--- src/rtl/i2c_tmo_pkg.sv ---
package i2c_tmo_pkg;
  // Slots used by the replicated timer/flag pairs
  typedef enum int {
    TMR_EVT = 0,
    TMR_SCL = 1
  } tmr_idx_e;

  localparam int NUM_TMR = 2;
endpackage

--- src/rtl/i2c_tmo_busmon.sv ---
// Tracks bus activity from Start/Stop pulses and detects SCL edges.
module i2c_tmo_busmon (
  input  logic clk,
  input  logic rst_n,
  input  logic start_pulse,
  input  logic stop_pulse,
  input  logic scl_sync,
  output logic bus_active,
  output logic scl_edge
);
  logic active_q, active_d;
  logic scl_q;

  always_comb begin
    active_d = active_q;
    if (start_pulse)     active_d = 1'b1;
    else if (stop_pulse) active_d = 1'b0;
  end

  always_ff @(posedge clk or negedge rst_n) begin
    if (!rst_n) begin
      active_q <= 1'b0;
      scl_q    <= 1'b1;
    end else begin
      active_q <= active_d;
      scl_q    <= scl_sync;
    end
  end

  assign bus_active = active_q;
  assign scl_edge   = scl_q ^ scl_sync;

  // Start takes priority and always marks the bus busy
  assert_start_activates_R4: assert property (@(posedge clk) disable iff (!rst_n)
    start_pulse |=> bus_active);
  // a lone Stop returns the bus to idle
  assert_stop_idles_R4: assert property (@(posedge clk) disable iff (!rst_n)
    (stop_pulse && !start_pulse) |=> !bus_active);
endmodule

--- src/rtl/i2c_tmo_timer.sv ---
// Interval counter: held at zero by hold, fires expire once per run-out.
module i2c_tmo_timer #(
  parameter int CNT_W = 16
) (
  input  logic             clk,
  input  logic             rst_n,
  input  logic             hold,
  input  logic [CNT_W-1:0] limit,
  output logic             expire
);
  logic [CNT_W-1:0] cnt_q, cnt_d;
  logic             done_q, done_d;

  assign expire = !hold && !done_q && (cnt_q >= limit);

  always_comb begin
    cnt_d  = cnt_q;
    done_d = done_q;
    if (hold) begin
      cnt_d  = '0;
      done_d = 1'b0;
    end else if (expire) begin
      done_d = 1'b1;
    end else if (!done_q) begin
      cnt_d = cnt_q + 1'b1;
    end
  end

  always_ff @(posedge clk or negedge rst_n) begin
    if (!rst_n) begin
      cnt_q  <= '0;
      done_q <= 1'b0;
    end else begin
      cnt_q  <= cnt_d;
      done_q <= done_d;
    end
  end

  // no second expiry straight after the first
  assert_single_fire_R6: assert property (@(posedge clk) disable iff (!rst_n)
    expire |=> !expire);
  // a hold cycle leaves the counter at zero
  assert_hold_restarts_R3: assert property (@(posedge clk) disable iff (!rst_n)
    hold |=> (cnt_q == '0));
endmodule

--- src/rtl/i2c_tmo_flag.sv ---
// Sticky flag with write-1-to-clear strobe; set has priority.
module i2c_tmo_flag (
  input  logic clk,
  input  logic rst_n,
  input  logic set,
  input  logic clr,
  output logic flag
);
  logic flag_q, flag_d;

  always_comb begin
    flag_d = flag_q;
    if (set)      flag_d = 1'b1;
    else if (clr) flag_d = 1'b0;
  end

  always_ff @(posedge clk or negedge rst_n) begin
    if (!rst_n) flag_q <= 1'b0;
    else        flag_q <= flag_d;
  end

  assign flag = flag_q;

  assert_clear_R7: assert property (@(posedge clk) disable iff (!rst_n)
    (clr && !set) |=> !flag);
  assert_set_wins_R7: assert property (@(posedge clk) disable iff (!rst_n)
    set |=> flag);
endmodule

--- src/rtl/i2c_tmo_watch.sv ---
module i2c_tmo_watch
  import i2c_tmo_pkg::*;
#(
  parameter int CNT_W = 16
) (
  input  logic             clk,
  input  logic             rst_n,
  input  logic             start_pulse,
  input  logic             stop_pulse,
  input  logic             scl_sync,
  input  logic [CNT_W-1:0] tmo_limit,
  input  logic             evt_irq_en,
  input  logic             scl_irq_en,
  input  logic             evt_clr,
  input  logic             scl_clr,
  output logic             evt_flag,
  output logic             scl_flag,
  output logic             irq
);
  // Reset synchronizer: asserts asynchronously, releases on a clock edge
  logic [1:0] rst_sync_q;
  logic       rst_core_n;

  always_ff @(posedge clk or negedge rst_n) begin
    if (!rst_n) rst_sync_q <= 2'b00;
    else        rst_sync_q <= {rst_sync_q[0], 1'b1};
  end
  assign rst_core_n = rst_sync_q[1];

  logic bus_active, scl_edge, bus_event, lim_zero;

  i2c_tmo_busmon u_busmon (
    .clk         (clk),
    .rst_n       (rst_core_n),
    .start_pulse (start_pulse),
    .stop_pulse  (stop_pulse),
    .scl_sync    (scl_sync),
    .bus_active  (bus_active),
    .scl_edge    (scl_edge)
  );

  assign bus_event = start_pulse | stop_pulse | scl_edge;
  assign lim_zero  = (tmo_limit == '0);

  logic [NUM_TMR-1:0] hold, expire, clr, en, flag;

  assign hold[TMR_EVT] = lim_zero | bus_event | !bus_active;
  assign hold[TMR_SCL] = lim_zero | scl_sync;
  assign clr[TMR_EVT]  = evt_clr;
  assign clr[TMR_SCL]  = scl_clr;
  assign en[TMR_EVT]   = evt_irq_en;
  assign en[TMR_SCL]   = scl_irq_en;

  for (genvar g = 0; g < NUM_TMR; g++) begin : g_det
    i2c_tmo_timer #(.CNT_W(CNT_W)) u_timer (
      .clk    (clk),
      .rst_n  (rst_core_n),
      .hold   (hold[g]),
      .limit  (tmo_limit),
      .expire (expire[g])
    );
    i2c_tmo_flag u_flag (
      .clk   (clk),
      .rst_n (rst_core_n),
      .set   (expire[g]),
      .clr   (clr[g]),
      .flag  (flag[g])
    );
  end

  assign evt_flag = flag[TMR_EVT];
  assign scl_flag = flag[TMR_SCL];
  assign irq      = |(flag & en);

  // zero limit never raises a flag
  assert_zero_limit_evt_R9: assert property (@(posedge clk) disable iff (!rst_core_n)
    lim_zero |=> !$rose(evt_flag));
  assert_zero_limit_scl_R9: assert property (@(posedge clk) disable iff (!rst_core_n)
    lim_zero |=> !$rose(scl_flag));
  // an event flag only rises out of an active bus
  assert_idle_no_evt_R4: assert property (@(posedge clk) disable iff (!rst_core_n)
    (!bus_active && !start_pulse) |=> !$rose(evt_flag));
  // the SCL-low flag only rises after a cycle with SCL low
  assert_scl_low_only_R5: assert property (@(posedge clk) disable iff (!rst_core_n)
    scl_sync |=> !$rose(scl_flag));
endmodule

--- config.mk ---
export PLATFORM = sky130hd
export DESIGN_NAME = i2c_tmo_watch
export DESIGN_NICKNAME = d
export VERILOG_FILES = /design/src/rtl/i2c_tmo_pkg.sv /design/src/rtl/i2c_tmo_busmon.sv /design/src/rtl/i2c_tmo_timer.sv /design/src/rtl/i2c_tmo_flag.sv /design/src/rtl/i2c_tmo_watch.sv
export SDC_FILE = /design/constraint.sdc
export NUM_CORES = 1
export LEC_CHECK = 0
export BUFFER_PORTS_ARGS = -buffer_cell sky130_fd_sc_hd__buf_2
export CORE_UTILIZATION = 53
export CTS_CLUSTER_DIAMETER = 200
export DETAILED_ROUTE_END_ITERATION = 16
export GPL_TIMING_DRIVEN = 0
export HOLD_SLACK_MARGIN = 0.02
export PLACE_DENSITY = 0.82
export SYNTH_ARGS = -nofsm -noshare
export SYNTH_HDL_FRONTEND = slang
export SYNTH_SLANG_ARGS = --single-unit
--- constraint.sdc ---
create_clock -name clk -period 1.3 [get_ports clk]
set_clock_uncertainty 0.05 [all_clocks]
set_input_delay 0 -clock clk [delete_from_list [all_inputs] [get_ports clk]]
set_output_delay 0 -clock clk [all_outputs]
set_load 0.005 [all_outputs]
Word level (Yosys, flattened, before mapping):

Index checks and enable logic that the tools add are counted.

* reduce and logical (&&, ||, !) cells: 18
* mux-type cells: 16
* eq/ne operators: 4
* magnitude comparators: 2
* bitwise logic cells: 7
* add/subtract/negate cells: 2

Operators with widths (count)
* two-way mux 16 bit: 6
* adder 16 x 1 -> 16 bit, second input constant: 2
* >= comparator 16 bit: 2
* zero test 16 bit: 1
* two-way mux 1 bit: 10
* nonzero test 2 bit: 5
* zero test 1 bit: 5
* bitwise OR 1 bit: 5
* logical AND 1 bit: 4
* != test 2 x 1 -> 1 bit, second input constant: 2
* != test 2 bit, second input constant: 2
* AND reduction 2 bit: 2
* AND 2 bit: 1
* OR reduction 2 bit: 1
* XOR 1 bit: 1

* register bits: 40
* output and inout port bits: 3
* input port bits: 25

Depth between registers and ports, before layout:

* word-level depth: 9
* depth in mapped cells: 9

Modules after synthesis:

Synthesis repeated with hierarchy kept, for this count alone.

* cells, all modules: 331
* area total of the unflattened synthesis: 2996.6 µm²

By module, submodules not included
* i2c_tmo_timer at g_det[0].u_timer: area each 1456.4 µm², cells each 159, seq. area each 425.4 µm², instances 1
* i2c_tmo_timer at g_det[1].u_timer: area each 1277.5 µm², cells each 149, seq. area each 425.4 µm², instances 1
* i2c_tmo_watch: area each 118.9 µm², cells each 12, seq. area each 50.0 µm², instances 1
* i2c_tmo_flag: area each 36.3 µm², cells each 3, seq. area each 25.0 µm², instances 2
* i2c_tmo_busmon: area each 71.3 µm², cells each 5, seq. area each 51.3 µm², instances 1

Least setup slack after synthesis:

OpenSTA, ideal clock, no wires.

* path kind: register -> register
* start point: register g_det[1].u_timer.cnt_q[0]
* end point: register g_det[1].u_timer.cnt_q[10]
* required time: 1172 ps
* period minus slack after synthesis: 2499 ps
* arrival time: 2370 ps
* slack: -1199 ps
* stages on the path, launching flop included: 9
* cells stage by stage: dfrtp_1 -> inv_1 -> ha_1 -> nand2b_1 -> a2111o_1 -> a311oi_2 -> nand3b_2 -> or4_1 -> a21oi_1

* word-level cells in the longest chain between the ends: 4

Ends and longest elaborated chain
* from (decl): RTL line i2c_tmo_timer.sv:11 `logic [CNT_W-1:0] cnt_q, cnt_d;`
* from (signal assigned): RTL line i2c_tmo_timer.sv:34 `cnt_q <= cnt_d;`
* adder 16 x 1 -> 16 bit or >= comparator 16 bit (tied branches): RTL line i2c_tmo_timer.sv:25, i2c_tmo_timer.sv:14
* two-way mux 16 bit or logical AND 1 bit (tied branches): RTL line i2c_tmo_timer.sv:24, i2c_tmo_timer.sv:14
* two-way mux 16 bit or != test 2 bit (tied branches)
* two-way mux 16 bit or AND reduction 2 bit (tied branches)

Several ways; a longest one is shown, not always the timed one. The select of a mux whose other input is x is not followed.
A chain may end at the register's enable or synchronous reset.

Final worst setup path:

* start point: register g_det[1].u_timer.cnt_q[0]
* end point: register g_det[1].u_timer.cnt_q[8]

Same word-level chain as after synthesis.

==> flow_summary.ini <==
[worst_setup_path]
worst-setup-path-type = flip-flop to flip-flop
slowest_stage = or4_1
path_cells = inv_2, ha_4, nand2b_4, a2111o_1, a311oi_4, buf_6, nand3b_4, or4_1, a21oi_1
cp.arrival_ps = 2800
critPathMaxFanout = 6
path_buf_inv = 2
critical_path.top_delay_family = compound AO/OA/AOI/OAI gates
cp_slowest_stage_delay_ps = 530
start_kind = flip-flop
end_kind = flip-flop
required_ps = 1480

[cts]
clk-insertion-delay-late_ps = 300
htree_num_levels = 2
clkSinkCount = 40
clkSlewWorstSetupHoldPaths_ps = 80
clock_path_buffers = 2
numCtsBuffers = 5
cts_tree = yes
root_buffer = clkbuf_8

[floorplan]
die_x_um = 73.5
start_util_pct = 56.2
ios = 28
dieArea_mm2 = 0.00540
die_h_um = 73.5
rows = 25
core_mm2 = 0.00482

[synthesis]
postSynthAreaPerCell_um2 = 8.91
synth_compound_area_share_pct = 17.3
synthMuxAreaShare_pct = 0.739
ys_warn_count = 0
synth_top_flop_cell = dfrtp_1
synth_top_area_cell = dfrtp_1
synth_seq_cells = 40
async_reset_ff_share_pct = 100
synth_top_area_share_pct = 36.0
synthTopCellsByArea = dfrtp_1, ha_1, a21oi_1, inv_1, or4_1
synthAdderAreaFrac_pct = 15.7
ys_seq_area_share_pct = 37.0
yosys.area_share.simple_pct = 22.8
synth_top_family_by_area = simple AND/OR/NAND/NOR gates
syn_area_mm2 = 0.00271
synth_xor_area_share_pct = 1.62
synth_cells = 304
synth-edff-count = 0
syn-num-nets = 363
yosysUniqueCellTypes = 39

[cells_and_area]
fillers = 359
drive_above_1_share_pct = 31.1
nets = 438
area_growth_pct = 37.3
diodes = 0
fin_util_pct = 77.2
final_area_mm2 = 0.00372
regArea_mm2 = 0.00100
multi_input_area_mm2 = 0.00186

[place]
place_area_mm2 = 0.00296
portBuffers = 27
gp_congestion = 0.912
dp_hpwl_mm = 4.66

[timing]
rsz0062_at_grt = true
period_minus_slack_ps = 2630
relSlewSlack_pct = 42.8
setup_viol = 36
fin_ws_ps = -1330
fmax_ghz = 0.380
finalHoldViolations = 0
finalCritPeriodShare_pct = 202
setup-tns-final_ps = -42620
hold_slack_ps = 117
tightest_slew_ps = 858
slew_viol_final = 0

[grt]
grt_max_degree = 39
overflow = 0
antenna_found_initial = 0
grt_use_total_pct = 28.1
first_global_vias = 2527
grt_pass1_wl_mm = 11.4

[run]
max-cap-violations = 0

[route]
dr.pass1.iters = 4
ant_nets = 0
via_per_inst = 6.01
drt_iter0_markers = 170
drc = 0
dr_total_vias = 2685
routed_wl_mm = 7.45
routedWlPerCell_um = 16.7

[power_and_ir_drop]
peakVddDrop_uv = 514
p_per_area_mw_per_mm2 = 732
leakagePower_nw = 1.66

[outcome]
violations = negative setup slack
outcome = finished with violations

[min_path]
hold_class = input pin to flip-flop
==> what timing repair did <==
action	in CTS	in global routing
hold endpoints to repair	8	0
setup endpoints to repair	36	36
cloned	3	1
pin swaps	14	22
resized for setup	21	38
buffers inserted	18	13
hold buffers	7	0
==> cells by family (layout without fill, tap and decap cells) <==
| kind of cell | after synthesis | after routing |
|---|---|---|
| simple gates | 111 | 112 |
| buf+inv | 33 | 108 |
| fa+ha+maj | 34 | 34 |
| xor+xnor | 5 | 5 |
| compound gates | 78 | 78 |
| other cells | 1 | 1 |
| flops | 40 | 40 |
| mux | 2 | 2 |
==> sequential cells by signal, indices dropped and copies added (netlist names) <==
signal	flops
g_det.u_timer.cnt_q	32
g_det.u_flag.flag	2
g_det.u_timer.done_q	2
rst_sync_q	2
u_busmon.bus_active	1
u_busmon.scl_q	1
==> cell usage in the layout, fill, tap and decap left out, drive strengths merged, types with 2 or more instances in the layout <==
master / synthesis / layout
ha: 34 / 34
dfrtp: 39 / 39
nand4: 12 / 12
o211ai: 6 / 6
or4: 13 / 13
and2: 3 / 3
nor3: 4 / 4
nor2: 11 / 11
inv: 27 / 27
xnor2: 2 / 2
nand2: 24 / 24
a21oi: 34 / 34
nor4: 5 / 5
and3: 2 / 2
mux2i: 2 / 2
buf: 2 / 62
dlygate4sd3: 0 / 7
xor2: 3 / 3
or3: 14 / 14
and4: 2 / 2
nand3b: 1 / 2
o31ai: 10 / 10
o21ai: 20 / 20
nand2b: 7 / 7
clkbuf: 4 / 11
nor2b: 2 / 2
nand3: 9 / 9
==> path summary, 6_finish.rpt <==
check | startpoint | end | slack, ps | depth (start not counted)
max | g_det[1].u_timer.cnt_q[0]$_DFFE_PN0P_ | g_det[1].u_timer.cnt_q[8]$_DFFE_PN0P_ | -1330 | 9
min | start_pulse | g_det[0].u_timer.cnt_q[10]$_DFFE_PN0P_ | 120 | 4
max reg2reg | g_det[1].u_timer.cnt_q[0]$_DFFE_PN0P_ | g_det[1].u_timer.cnt_q[8]$_DFFE_PN0P_ | -1330 | 9
min reg2reg | rst_sync_q[0]$_DFF_PN0_ | rst_sync_q[1]$_DFF_PN0_ | 300 | 0
max in group asynchronous | rst_sync_q[1]$_DFF_PN0_ | g_det[0].u_timer.cnt_q[8]$_DFFE_PN0P_ | 270 | 0
min in group asynchronous | rst_sync_q[1]$_DFF_PN0_ | g_det[1].u_timer.cnt_q[6]$_DFFE_PN0P_ | 330 | 0
==> power by group <==
| part | total [mW] | switching (mW) | internal (mW) | leakage, nW |
|---|---|---|---|---|
| logic | 0.290 | 0.149 | 0.142 | 1.05 |
| registers | 1.30 | 0.0364 | 1.26 | 0.542 |
| clock network | 1.14 | 0.459 | 0.678 | 0.0645 |
==> stage by stage <==
step	std cells	total power, mW	setup WS, ps
floorplan	304	1.44	-1050
global placement	398	1.52	-1340
detailed placement	398	1.53	-1410
CTS	434	2.70	-1240
global route	447	2.83	-1380
finish	447	2.72	-1330
==> worst reg2reg max path, delay by kind of cell, from the launching register on <==
family | cells | cell delay [ps]
AOI/OAI and AO/OA | 3 | 850
adders and majority gates | 1 | 190
buffers and inverters | 2 | 260
DFF | 1 | 400
and+or+nand+nor | 3 | 800
==> area by class of cell <==
class                           instances  share of cell area, %
Buffer                                  6                   1.38
Clock buffer                            7                   2.59
Clock inverter                          1                  0.808
Inverter                               27                   2.73
Multi-Input combinational cell        232                   50.1
Sequential cell                        40                   27.0
Tap cell                               67                   2.25
Timing Repair Buffer                   67                   13.2
==> routing by layer <==
layer | up-vias | part of all wire [%] | track usage (%)
li1 | 1277 | - | -
met1 | 1301 | 44 | 37.2
met2 | 92 | 49 | 47.1
met3 | 15 | 5.5 | 4.25
met4 | 0 | 1.7 | 8.97
met5 | - | 0 | 0
==> synthesized netlist by cell type (2+ instances only) <==
cell       n
inv_1     27
nor2b_1    2
buf_2      2
ha_1      34
clkbuf_1   4
nor4_1     5
nor3_1     4
or3_1     14
o31ai_1   10
xor2_1     3
and2_1     3
xnor2_1    2
nand2b_1   7
nand4_1   12
a21oi_1   34
o21ai_1   11
o21ai_0    9
mux2i_1    2
and3_1     2
dfrtp_1   39
o211ai_1   6
nand2_1   24
or4_1     13
nor2_1    11
and4_1     2
nand3_1    9
Note: power is estimated with default switching activity, not from simulation.
